==> src/rtl/dmaprog_pkg.sv <==
package dmaprog_pkg;
   // Low three address bits inside the control half of the map (addr[3]=1).
   typedef enum logic [2:0] {
      CS_CMD_STAT = 3'd0,  // W: command register  R: status
      CS_MSK_ONE  = 3'd1,  // W: single mask bit
      CS_MODE     = 3'd2,  // W: mode write        R: mode readback
      CS_MSK_ALL  = 3'd3,  // W: all mask bits
      CS_FF_CLR   = 3'd4,  // W: clear pointer     R: clear mode counter
      CS_FF_SET   = 3'd5,  // W: set pointer
      CS_MCLR     = 3'd6,  // W: master clear      R: temporary register
      CS_MSK_CLR  = 3'd7   // W: clear mask        R: mask readback
   } cs_code_e;
endpackage

==> src/rtl/dmaprog_decode.sv <==
module dmaprog_decode #(
   parameter int AW = 4,
   parameter int DW = 8
) (
   input  logic          clk,
   input  logic          rst_n,
   input  logic          cs_n,
   input  logic          ior_n,
   input  logic          iow_n,
   input  logic          hlda,
   input  logic          seq_idle,
   input  logic [AW-1:0] addr,
   input  logic [DW-1:0] din,
   output logic          rd_act,
   output logic          rd_done,
   output logic          wr_done,
   output logic [AW-1:0] a_q,
   output logic [DW-1:0] d_q
);
   logic prog_ok, wr_act, rd_q, wr_q;

   assign prog_ok = !cs_n && !hlda && seq_idle;
   assign rd_act  = prog_ok && !ior_n && iow_n;
   assign wr_act  = prog_ok && !iow_n && ior_n;

   // Side effects commit when the strobe ends, using the captured address/data.
   assign rd_done = rd_q && !rd_act;
   assign wr_done = wr_q && !wr_act;

   always_ff @(posedge clk or negedge rst_n) begin
      if (!rst_n) begin
         rd_q <= 1'b0;
         wr_q <= 1'b0;
         a_q  <= '0;
         d_q  <= '0;
      end else begin
         rd_q <= rd_act;
         wr_q <= wr_act;
         if (rd_act || wr_act) begin
            a_q <= addr;
            d_q <= din;
         end
      end
   end
endmodule

==> src/rtl/dmaprog_chregs.sv <==
module dmaprog_chregs #(
   parameter int NUM_CH = 4,
   parameter int DW     = 8,
   localparam int RW    = 2 * DW,
   localparam int CH_W  = $clog2(NUM_CH)
) (
   input  logic                 clk,
   input  logic                 rst_n,
   input  logic                 we,
   input  logic [CH_W-1:0]      wr_ch,
   input  logic                 wr_sel,
   input  logic                 hi,
   input  logic [DW-1:0]        wdata,
   input  logic [CH_W-1:0]      rd_ch,
   input  logic                 rd_sel,
   output logic [DW-1:0]        rdata,
   output logic [NUM_CH*RW-1:0] base_addr_o,
   output logic [NUM_CH*RW-1:0] base_cnt_o,
   output logic [NUM_CH*RW-1:0] cur_addr_o,
   output logic [NUM_CH*RW-1:0] cur_cnt_o
);
   for (genvar c = 0; c < NUM_CH; c++) begin : g_ch
      logic [RW-1:0] base_a, base_c, cur_a, cur_c;
      logic          hit_a, hit_c;
      assign hit_a = we && (wr_ch == CH_W'(c)) && !wr_sel;
      assign hit_c = we && (wr_ch == CH_W'(c)) &&  wr_sel;

      always_ff @(posedge clk or negedge rst_n) begin
         if (!rst_n) begin
            base_a <= '0;
            base_c <= '0;
            cur_a  <= '0;
            cur_c  <= '0;
         end else begin
            if (hit_a) begin
               if (hi) begin
                  base_a[RW-1:DW] <= wdata;
                  cur_a[RW-1:DW]  <= wdata;
               end else begin
                  base_a[DW-1:0]  <= wdata;
                  cur_a[DW-1:0]   <= wdata;
               end
            end
            if (hit_c) begin
               if (hi) begin
                  base_c[RW-1:DW] <= wdata;
                  cur_c[RW-1:DW]  <= wdata;
               end else begin
                  base_c[DW-1:0]  <= wdata;
                  cur_c[DW-1:0]   <= wdata;
               end
            end
         end
      end

      assign base_addr_o[c*RW +: RW] = base_a;
      assign base_cnt_o[c*RW +: RW]  = base_c;
      assign cur_addr_o[c*RW +: RW]  = cur_a;
      assign cur_cnt_o[c*RW +: RW]   = cur_c;
   end

   logic [RW-1:0] rd_word;
   always_comb begin
      rd_word = rd_sel ? cur_cnt_o[rd_ch*RW +: RW] : cur_addr_o[rd_ch*RW +: RW];
      rdata   = hi ? rd_word[RW-1:DW] : rd_word[DW-1:0];
   end
endmodule

==> src/rtl/dmaprog_ctrl.sv <==
module dmaprog_ctrl
   import dmaprog_pkg::*;
#(
   parameter int NUM_CH = 4,
   parameter int DW     = 8,
   parameter int MODE_W = 6,
   localparam int CH_W  = $clog2(NUM_CH)
) (
   input  logic                     clk,
   input  logic                     rst_n,
   input  logic                     rd_done,
   input  logic                     wr_done,
   input  logic [3:0]               a_q,
   input  logic [DW-1:0]            d_q,
   input  logic [2:0]               rd_code,
   input  logic [NUM_CH-1:0]        tc_set,
   input  logic [NUM_CH-1:0]        req_in,
   input  logic                     temp_we,
   input  logic [DW-1:0]            temp_data,
   output logic                     ff,
   output logic [DW-1:0]            cmd,
   output logic [NUM_CH-1:0]        mask,
   output logic [NUM_CH*MODE_W-1:0] mode_flat,
   output logic [NUM_CH-1:0]        tc_q,
   output logic [DW-1:0]            rdata
);
   logic [MODE_W-1:0] mode_q [NUM_CH];
   logic [CH_W-1:0]   mcnt;
   logic [DW-1:0]     temp_q;
   logic              wr_cs, rd_cs, ch_acc, mclr, stat_rd;
   cs_code_e          code;

   assign code    = cs_code_e'(a_q[2:0]);
   assign wr_cs   = wr_done && a_q[3];
   assign rd_cs   = rd_done && a_q[3];
   assign ch_acc  = (rd_done || wr_done) && !a_q[3];
   assign mclr    = wr_cs && code == CS_MCLR;
   assign stat_rd = rd_cs && code == CS_CMD_STAT;

   always_ff @(posedge clk or negedge rst_n) begin
      if (!rst_n) begin
         ff     <= 1'b0;
         cmd    <= '0;
         mask   <= '1;
         tc_q   <= '0;
         temp_q <= '0;
         mcnt   <= '0;
         for (int i = 0; i < NUM_CH; i++) mode_q[i] <= '0;
      end else if (mclr) begin
         ff     <= 1'b0;
         cmd    <= '0;
         mask   <= '1;
         tc_q   <= '0;
         temp_q <= '0;
         mcnt   <= '0;
      end else begin
         if (ch_acc)                          ff <= !ff;
         else if (wr_cs && code == CS_FF_CLR) ff <= 1'b0;
         else if (wr_cs && code == CS_FF_SET) ff <= 1'b1;

         if (wr_cs) begin
            case (code)
               CS_CMD_STAT: cmd <= d_q;
               CS_MSK_ONE:  mask[d_q[CH_W-1:0]] <= d_q[CH_W];
               CS_MODE:     mode_q[d_q[CH_W-1:0]] <= d_q[DW-1:CH_W];
               CS_MSK_ALL:  mask <= d_q[NUM_CH-1:0];
               CS_MSK_CLR:  mask <= '0;
               default: ;
            endcase
         end

         if (rd_cs && code == CS_MODE)        mcnt <= mcnt + 1'b1;
         else if (rd_cs && code == CS_FF_CLR) mcnt <= '0;

         tc_q <= (stat_rd ? '0 : tc_q) | tc_set;
         if (temp_we) temp_q <= temp_data;
      end
   end

   for (genvar c = 0; c < NUM_CH; c++) begin : g_mode
      assign mode_flat[c*MODE_W +: MODE_W] = mode_q[c];
   end

   always_comb begin
      case (cs_code_e'(rd_code))
         CS_CMD_STAT: rdata = {req_in, tc_q};
         CS_MODE:     rdata = {mode_q[mcnt], mcnt};
         CS_MCLR:     rdata = temp_q;
         CS_MSK_CLR:  rdata = {{(DW-NUM_CH){1'b0}}, mask};
         default:     rdata = '0;
      endcase
   end
endmodule

==> src/rtl/dmaprog_port.sv <==
module dmaprog_port #(
   parameter int NUM_CH = 4,
   parameter int DW     = 8,
   parameter int MODE_W = 6,
   localparam int AW    = 4,
   localparam int RW    = 2 * DW
) (
   input  logic                     clk,
   input  logic                     rst_n,
   input  logic                     cs_n,
   input  logic                     ior_n,
   input  logic                     iow_n,
   input  logic                     hlda,
   input  logic                     seq_idle,
   input  logic [AW-1:0]            addr,
   input  logic [DW-1:0]            din,
   output logic [DW-1:0]            dout,
   output logic                     dout_en,
   input  logic [NUM_CH-1:0]        tc_set,
   input  logic [NUM_CH-1:0]        req_in,
   input  logic                     temp_we,
   input  logic [DW-1:0]            temp_data,
   output logic                     ff_o,
   output logic [DW-1:0]            cmd_o,
   output logic [NUM_CH-1:0]        mask_o,
   output logic [NUM_CH*MODE_W-1:0] mode_o,
   output logic [NUM_CH*RW-1:0]     base_addr_o,
   output logic [NUM_CH*RW-1:0]     base_cnt_o,
   output logic [NUM_CH*RW-1:0]     cur_addr_o,
   output logic [NUM_CH*RW-1:0]     cur_cnt_o
);
   // Elaboration-time parameter checks.
   if (NUM_CH != 4) begin : g_bad_ch
      $error("dmaprog_port: the 4-bit map decodes exactly 4 channels");
   end
   if (2 * NUM_CH != DW) begin : g_bad_stat
      $error("dmaprog_port: status needs DW == 2*NUM_CH");
   end
   if (MODE_W + $clog2(NUM_CH) != DW) begin : g_bad_mode
      $error("dmaprog_port: mode field plus channel id must fill DW");
   end

   logic          rd_act, rd_done, wr_done;
   logic [AW-1:0] a_q;
   logic [DW-1:0] d_q, ch_rd, ctrl_rd;
   logic [NUM_CH-1:0] tc_q;

   dmaprog_decode #(.AW(AW), .DW(DW)) u_dec (
      .clk, .rst_n, .cs_n, .ior_n, .iow_n, .hlda, .seq_idle, .addr, .din,
      .rd_act, .rd_done, .wr_done, .a_q, .d_q
   );

   dmaprog_chregs #(.NUM_CH(NUM_CH), .DW(DW)) u_ch (
      .clk, .rst_n,
      .we     (wr_done && !a_q[3]),
      .wr_ch  (a_q[2:1]),
      .wr_sel (a_q[0]),
      .hi     (ff_o),
      .wdata  (d_q),
      .rd_ch  (addr[2:1]),
      .rd_sel (addr[0]),
      .rdata  (ch_rd),
      .base_addr_o, .base_cnt_o, .cur_addr_o, .cur_cnt_o
   );

   dmaprog_ctrl #(.NUM_CH(NUM_CH), .DW(DW), .MODE_W(MODE_W)) u_ctl (
      .clk, .rst_n, .rd_done, .wr_done, .a_q, .d_q,
      .rd_code   (addr[2:0]),
      .tc_set, .req_in, .temp_we, .temp_data,
      .ff        (ff_o),
      .cmd       (cmd_o),
      .mask      (mask_o),
      .mode_flat (mode_o),
      .tc_q,
      .rdata     (ctrl_rd)
   );

   assign dout_en = rd_act;
   assign dout    = rd_act ? (addr[3] ? ctrl_rd : ch_rd) : '0;
endmodule

==> config.mk <==
export PLATFORM = sky130hd
export DESIGN_NAME = dmaprog_port
export DESIGN_NICKNAME = d
export VERILOG_FILES = /design/src/rtl/dmaprog_pkg.sv /design/src/rtl/dmaprog_decode.sv /design/src/rtl/dmaprog_chregs.sv /design/src/rtl/dmaprog_ctrl.sv /design/src/rtl/dmaprog_port.sv
export SDC_FILE = /design/constraint.sdc
export NUM_CORES = 1
export LEC_CHECK = 0
export ABC_AREA = 0
export BUFFER_PORTS_ARGS = -buffer_cell sky130_fd_sc_hd__buf_2
export CAP_MARGIN = 20
export CELL_PAD_IN_SITES_DETAIL_PLACEMENT = 1
export CELL_PAD_IN_SITES_GLOBAL_PLACEMENT = 1
export CORE_ASPECT_RATIO = 1.5
export CORE_MARGIN = 1
export CORE_UTILIZATION = 39
export DETAILED_ROUTE_END_ITERATION = 16
export GPL_ROUTABILITY_DRIVEN = 0
export GPL_TIMING_DRIVEN = 0
export PLACE_DENSITY_LB_ADDON = 0.1
export SLEW_MARGIN = 20
export SYNTH_ARGS = -nofsm -noshare
export SYNTH_HDL_FRONTEND = slang
export SYNTH_SLANG_ARGS = --single-unit
export TNS_END_PERCENT = 100
==> constraint.sdc <==
create_clock -name clk -period 2.5 [get_ports clk]
set_clock_uncertainty 0.05 [all_clocks]
set_input_delay 0.25 -clock clk [delete_from_list [all_inputs] [get_ports clk]]
set_output_delay 0.25 -clock clk [all_outputs]
set_load 0.03 [all_outputs]
; ---- Word level (Yosys, flattened, before mapping)
; Cells that the tools add are included.
; Widths: inputs -> output; s select.
[op_classes]
n_addsub = 1
n_lt_le_gt_ge = 5
n_eq_ne = 13
n_shift = 2
mux = 31
bitwise_logic = 5
reduce_logical = 71
[ops]
columns = operator, n
row1 = $shiftx 64x7->16, 2
row2 = $mux 8, 8
row3 = $reduce_and 2->1, 18
row4 = $logic_and 1x1->1, 32
row5 = $pmux 8 s4, 1
row6 = $bwmux 24, 1
row7 = $eq 3x3->1 const B, 6
row8 = $mux 6, 3
row9 = $mux 16, 1
row10 = $mux 4, 4
row11 = $bmux 6 s2, 1
row12 = $demux 6 s2, 1
row13 = $pmux 4 s3, 1
row14 = $eq 3x2->1 const B, 3
row15 = $logic_not 1->1, 9
row16 = $reduce_bool 4->1, 2
row17 = $ge 3x3->1 const B, 2
row18 = $logic_not 3->1, 2
row19 = $mux 2, 3
row20 = $not 2->3, 2
row21 = $reduce_bool 2->1, 3
row22 = $mux 1, 5
row23 = $bwmux 4, 1
row24 = $eq 2x2->1 const B, 2
row25 = 13 further kinds, 15
[totals]
reg_bits = 193
word_cells = 158

; ---- Longest topological paths before layout
[depth]
ltp_word = 13
mapped_depth = 9
mapped_depth_nobuf = 6

; ---- Modules after synthesis
; Synthesis repeated with hierarchy kept, for this count alone.
[unflattened]
cells_unflattened = 807
hier_area_um2 = 10377.5
[modules_own_cells]
columns = module, instances, cells_each, area_per_inst_um2, seq_area_each_um2
row1 = dmaprog_chregs, 1, 511, 6966.7, 3203.1
row2 = dmaprog_ctrl, 1, 243, 2666.3, 1281.2
row3 = dmaprog_decode, 1, 35, 596.8, 350.3
row4 = dmaprog_port, 1, 18, 147.6, 0.0

; ---- Least setup slack after synthesis
; OpenSTA, ideal clock, no wires.
[synth_timing]
path_type = input-to-output
from = input addr[0]
to = output dout[6]
arrival_time_ns = 2.246
required_ns = 2.200
slack_ns = -0.046
stages = 7
cell_sequence = buf_2 -> buf_6 -> buf_4 -> or2_2 -> nor2_1 -> a21oi_1 -> nor4_1
[synth_via]
elab_chain_cells = 4
word_cells_on_any_way = 9
[synth_rtl]
columns = item, line_no
row1 = start: declaration, dmaprog_port.sv:15  ; input logic [AW-1:0] addr,
row2 = "$eq 3x3->1, or another cell as far along", dmaprog_ctrl.sv:85  ; case (cs_code_e'(rd_code))
row3 = $pmux 8 s4 or $mux 8 (tied branches), "dmaprog_ctrl.sv:85, dmaprog_chregs.sv:65"
row4 = $mux 8 (*) (2 in a row), dmaprog_port.sv:79  ; assign dout = rd_act ? (addr[3] ? ctrl_rd : ch_rd) : '0;
row5 = end: declaration, dmaprog_port.sv:17  ; output logic [DW-1:0] dout,
; Mark *: on every way between the ends. The rest lies on a longest branch, timed or not.

==> flow_summary.toml <==
[run_status]
status = "completed"

[floorplan]
fp.dieW_um = 134.3
start_util = 0.3976
ios = 338
core_area_um2 = 25760
rows = 72
die_h_um = 200.5
die_area_um2 = 26930

[place]
io_buffer_count = 333
dp.cells = 1519
dp_hpwl_mm = 27.67

[pwr]
p_leak_uw = 0.007436
power_frac_clock = 0.294
p_per_area_nw_per_um2 = 679.0
cellInternalPower_uw = 5740
pwr-share-seq = 0.408
total_power_uw = 9060
power_frac_comb = 0.298
p_sw_frac = 0.3664
p_switching_uw = 3320
ir_drop_mv = 0.4838

[sta]
max_freq_mhz = 406.7
whs_ns = 0.01159
worst_pin_slew_ns = 0.9163
slew_viol_final = 0
slew_headroom = 0.3845
setup_viol = 0
post-route-period-util = 0.9836
grt_setup_unrepaired = "yes"
hold_violations = 0
fin_crit_ns = 2.459

[synth]
yosysUniqueCellTypes = 67
synth_area_um2 = 10240
synth_warnings = 0
synthAdderAreaFrac = 0
ys_ff_latch = 193
ys_top_cells_by_count = "dfrtp_1, mux2_2, buf_4"
synth_top_area_frac = 0.4617
synth-xor-area-share = 0.0008550
seq_area_frac_synth = 0.4720
syn-num-nets = 887
synthMuxAreaShare = 0.2594
syn_avg_cell_area_um2 = 12.04
synth_top_family_by_area = "multiplexers"
netlist_top_cells_area = "dfrtp_1, mux2_2, buf_4, mux4_2, mux2i_1"
synth_edf_count = 0
yosysTopAreaCell = "dfrtp_1"
synth-compound-area-share = 0.07170
synthMostInstantiatedCell = "dfrtp_1"
synthSimpleGateAreaFrac = 0.07695
ys.flop_type = "dfrtp_1"
syn_inst = 851
synthArstFlopShare = 1.000

[cells_and_area]
nFillCells = 2871
final_util = 0.5179
diodes = 0
areaGrowthSynthToFinish_pct = 30.26
nets = 1266
final_cells = 1576
drive_above_1_share = 0.6098

[clock_tree]
htreeDepth = 4
cts_tree = "done"
clk_pin_slew_ns = 0.07
cts.sinks = 193
clk_path_buf_depth = 2
cts_root_buffer = "clkbuf_16"
clk_latency_ns = 0.44
cts_made_buffers = 17

[setup_path]
reg2reg_depth = 5
worstSetupEndpointType = "output pin"
cp.arrival_ns = 2.16
rrSetupSlack_ns = 0.10
criticalPathCategory = "flip-flop to output pin"
cp.required_ns = 2.20
regToRegEndpoint = "u_ctl.mode_flat[16]$_DFFE_PN0P_"
reg2reg_from = "u_dec.a_q[2]$_DFFE_PN0P_"
crit_path_max_fanout = 4
cp-start-kind = "flip-flop"

[min_path]
hp-start = "temp_data[6]"
hold_class = "primary input to flip-flop"
hold_end = "u_ctl.temp_q[6]$_DFFE_PN0P_"
min_path_cells = 3

[global_routing]
antenna_found_initial = 0
grt_use_total = 0.2793
use_met2 = 0.4967
top_usage_layer = "met2"
grt_pass1_wl_mm = 54.81
grt_pass1_vias = 8505
grt_util_met1 = 0.3359
grt_overflow = 0
grt_max_degree = 71
met3_usage = 0.04394

[route]
drt_iter0_drc = 352
postRouteAntennaNets = 0
wirelength_mm = 36.53
viasPerCell = 5.193
wl_per_cell_um = 23.18
vias = 8184
drc = 0
drtPass1Iterations = 6

[flow_run]
cap_violations = 0
[registers in the layout, summed over array words and instances (netlist names)]
register,flops
u_ch.g_ch.base_a,32
u_ch.g_ch.base_c,32
u_ch.g_ch.cur_a,32
u_ch.g_ch.cur_c,32
u_ctl.mode_flat,24
u_ctl.cmd,8
u_ctl.temp_q,8
u_dec.d_q,8
u_ctl.mask,4
u_ctl.tc_q,4
u_dec.a_q,4
u_ctl.mcnt,2
u_ctl.ff,1
u_dec.rd_q,1
u_dec.wr_q,1
[layout by cell type (no fill, tap or decap), types with 7 or more instances in the layout]
cell type,synthesis,routed
a21oi_1,22,21
buf_2,14,339
buf_4,129,146
clkbuf_1,26,23
clkbuf_16,0,17
dfrtp_1,189,188
dlygate4sd3_1,0,15
mux2_1,10,10
mux2_2,154,154
mux2i_1,27,24
mux4_2,20,20
nand2_1,45,45
nand2_2,11,11
nand2b_1,8,8
nor2_1,31,29
nor3_1,9,8
o21ai_0,29,27
o22ai_1,7,7
[kinds of logic (layout without fill, tap and decap cells)]
logic type | Yosys count | after routing
DFF | 193 | 193
and+or+nand+nor | 145 | 145
AOI/OAI and AO/OA | 111 | 111
muxes | 217 | 217
buffers and inverters | 184 | 576
xor gates and xnor gates | 1 | 1
[repair_timing]
item	CTS	global route
hold endpoints to repair	74	0
endpoints found under the setup margin	8	18
cloned	0	0
hold buffers	15	0
resized for setup	29	17
setup buffers	9	2
pin swaps	2	1
[layer usage]
layer / vias to the layer above / wire [um] / share of wire
met4: 0 / 948 / 0.026
met3: 53 / 1870 / 0.051
met1: 4194 / 14450 / 0.40
met2: 273 / 19260 / 0.53
li1: 3664 / - / -
met5: - / 0 / 0
[per-stage QoR]
stage                     TNS (ns)  cell area, um2  setup slack (ns)
final                            0           13340           0.04096
after global routing      -0.03042           13340          -0.02380
after CTS                 -0.02351           13260          -0.02351
after detailed placement    -2.097           12400           -0.4352
after global placement     -420.31           12330            -2.216
after floorplan                  0           10250           0.04584
[critical path: stages, from the launching register on]
cell     delay, ns
dfrtp_1       0.43
mux4_2        0.54
mux2_2        0.31
nor3b_2       0.18
nor4_2        0.07
buf_2         0.19
[area by class of cell]
type                       count  area, um2  area share
multi-input combinational    474       4295      0.3219
clock inverter                11      106.4    0.007971
inverter                       6      27.53    0.002063
timing repair buffer         361       1976      0.1481
sequential                   193       4836      0.3624
tap                          333      416.7     0.03123
buffer                       177       1235     0.09255
clock buffer                  21      450.4     0.03376
[worst max-delay path by stage]
stage	cells past startpoint	endpoint	start
floorplan	7	dout[2]	addr[0]
global placement	1	u_dec.a_q[2]$_DFFE_PN0P_	rst_n
detailed placement	8	dout[2]	addr[2]
finish	5	dout[6]	u_ch.g_ch[3].base_c[14]$_DFFE_PN0P_
global route	5	dout[6]	u_ch.g_ch[3].base_c[14]$_DFFE_PN0P_
CTS	4	dout[6]	u_ch.g_ch[3].cur_c[6]$_DFFE_PN0P_
[power by group through the flow]
stage	logic, uW	clock network (uW)	registers (uW)
final	2700	2670	3700
after detailed placement	2610	0	3760
after global placement	2550	0	3740
after CTS	2680	2700	3700
after floorplan	1390	0	4040
after global routing	2880	2810	3740
(Power assumes the default switching activity.)
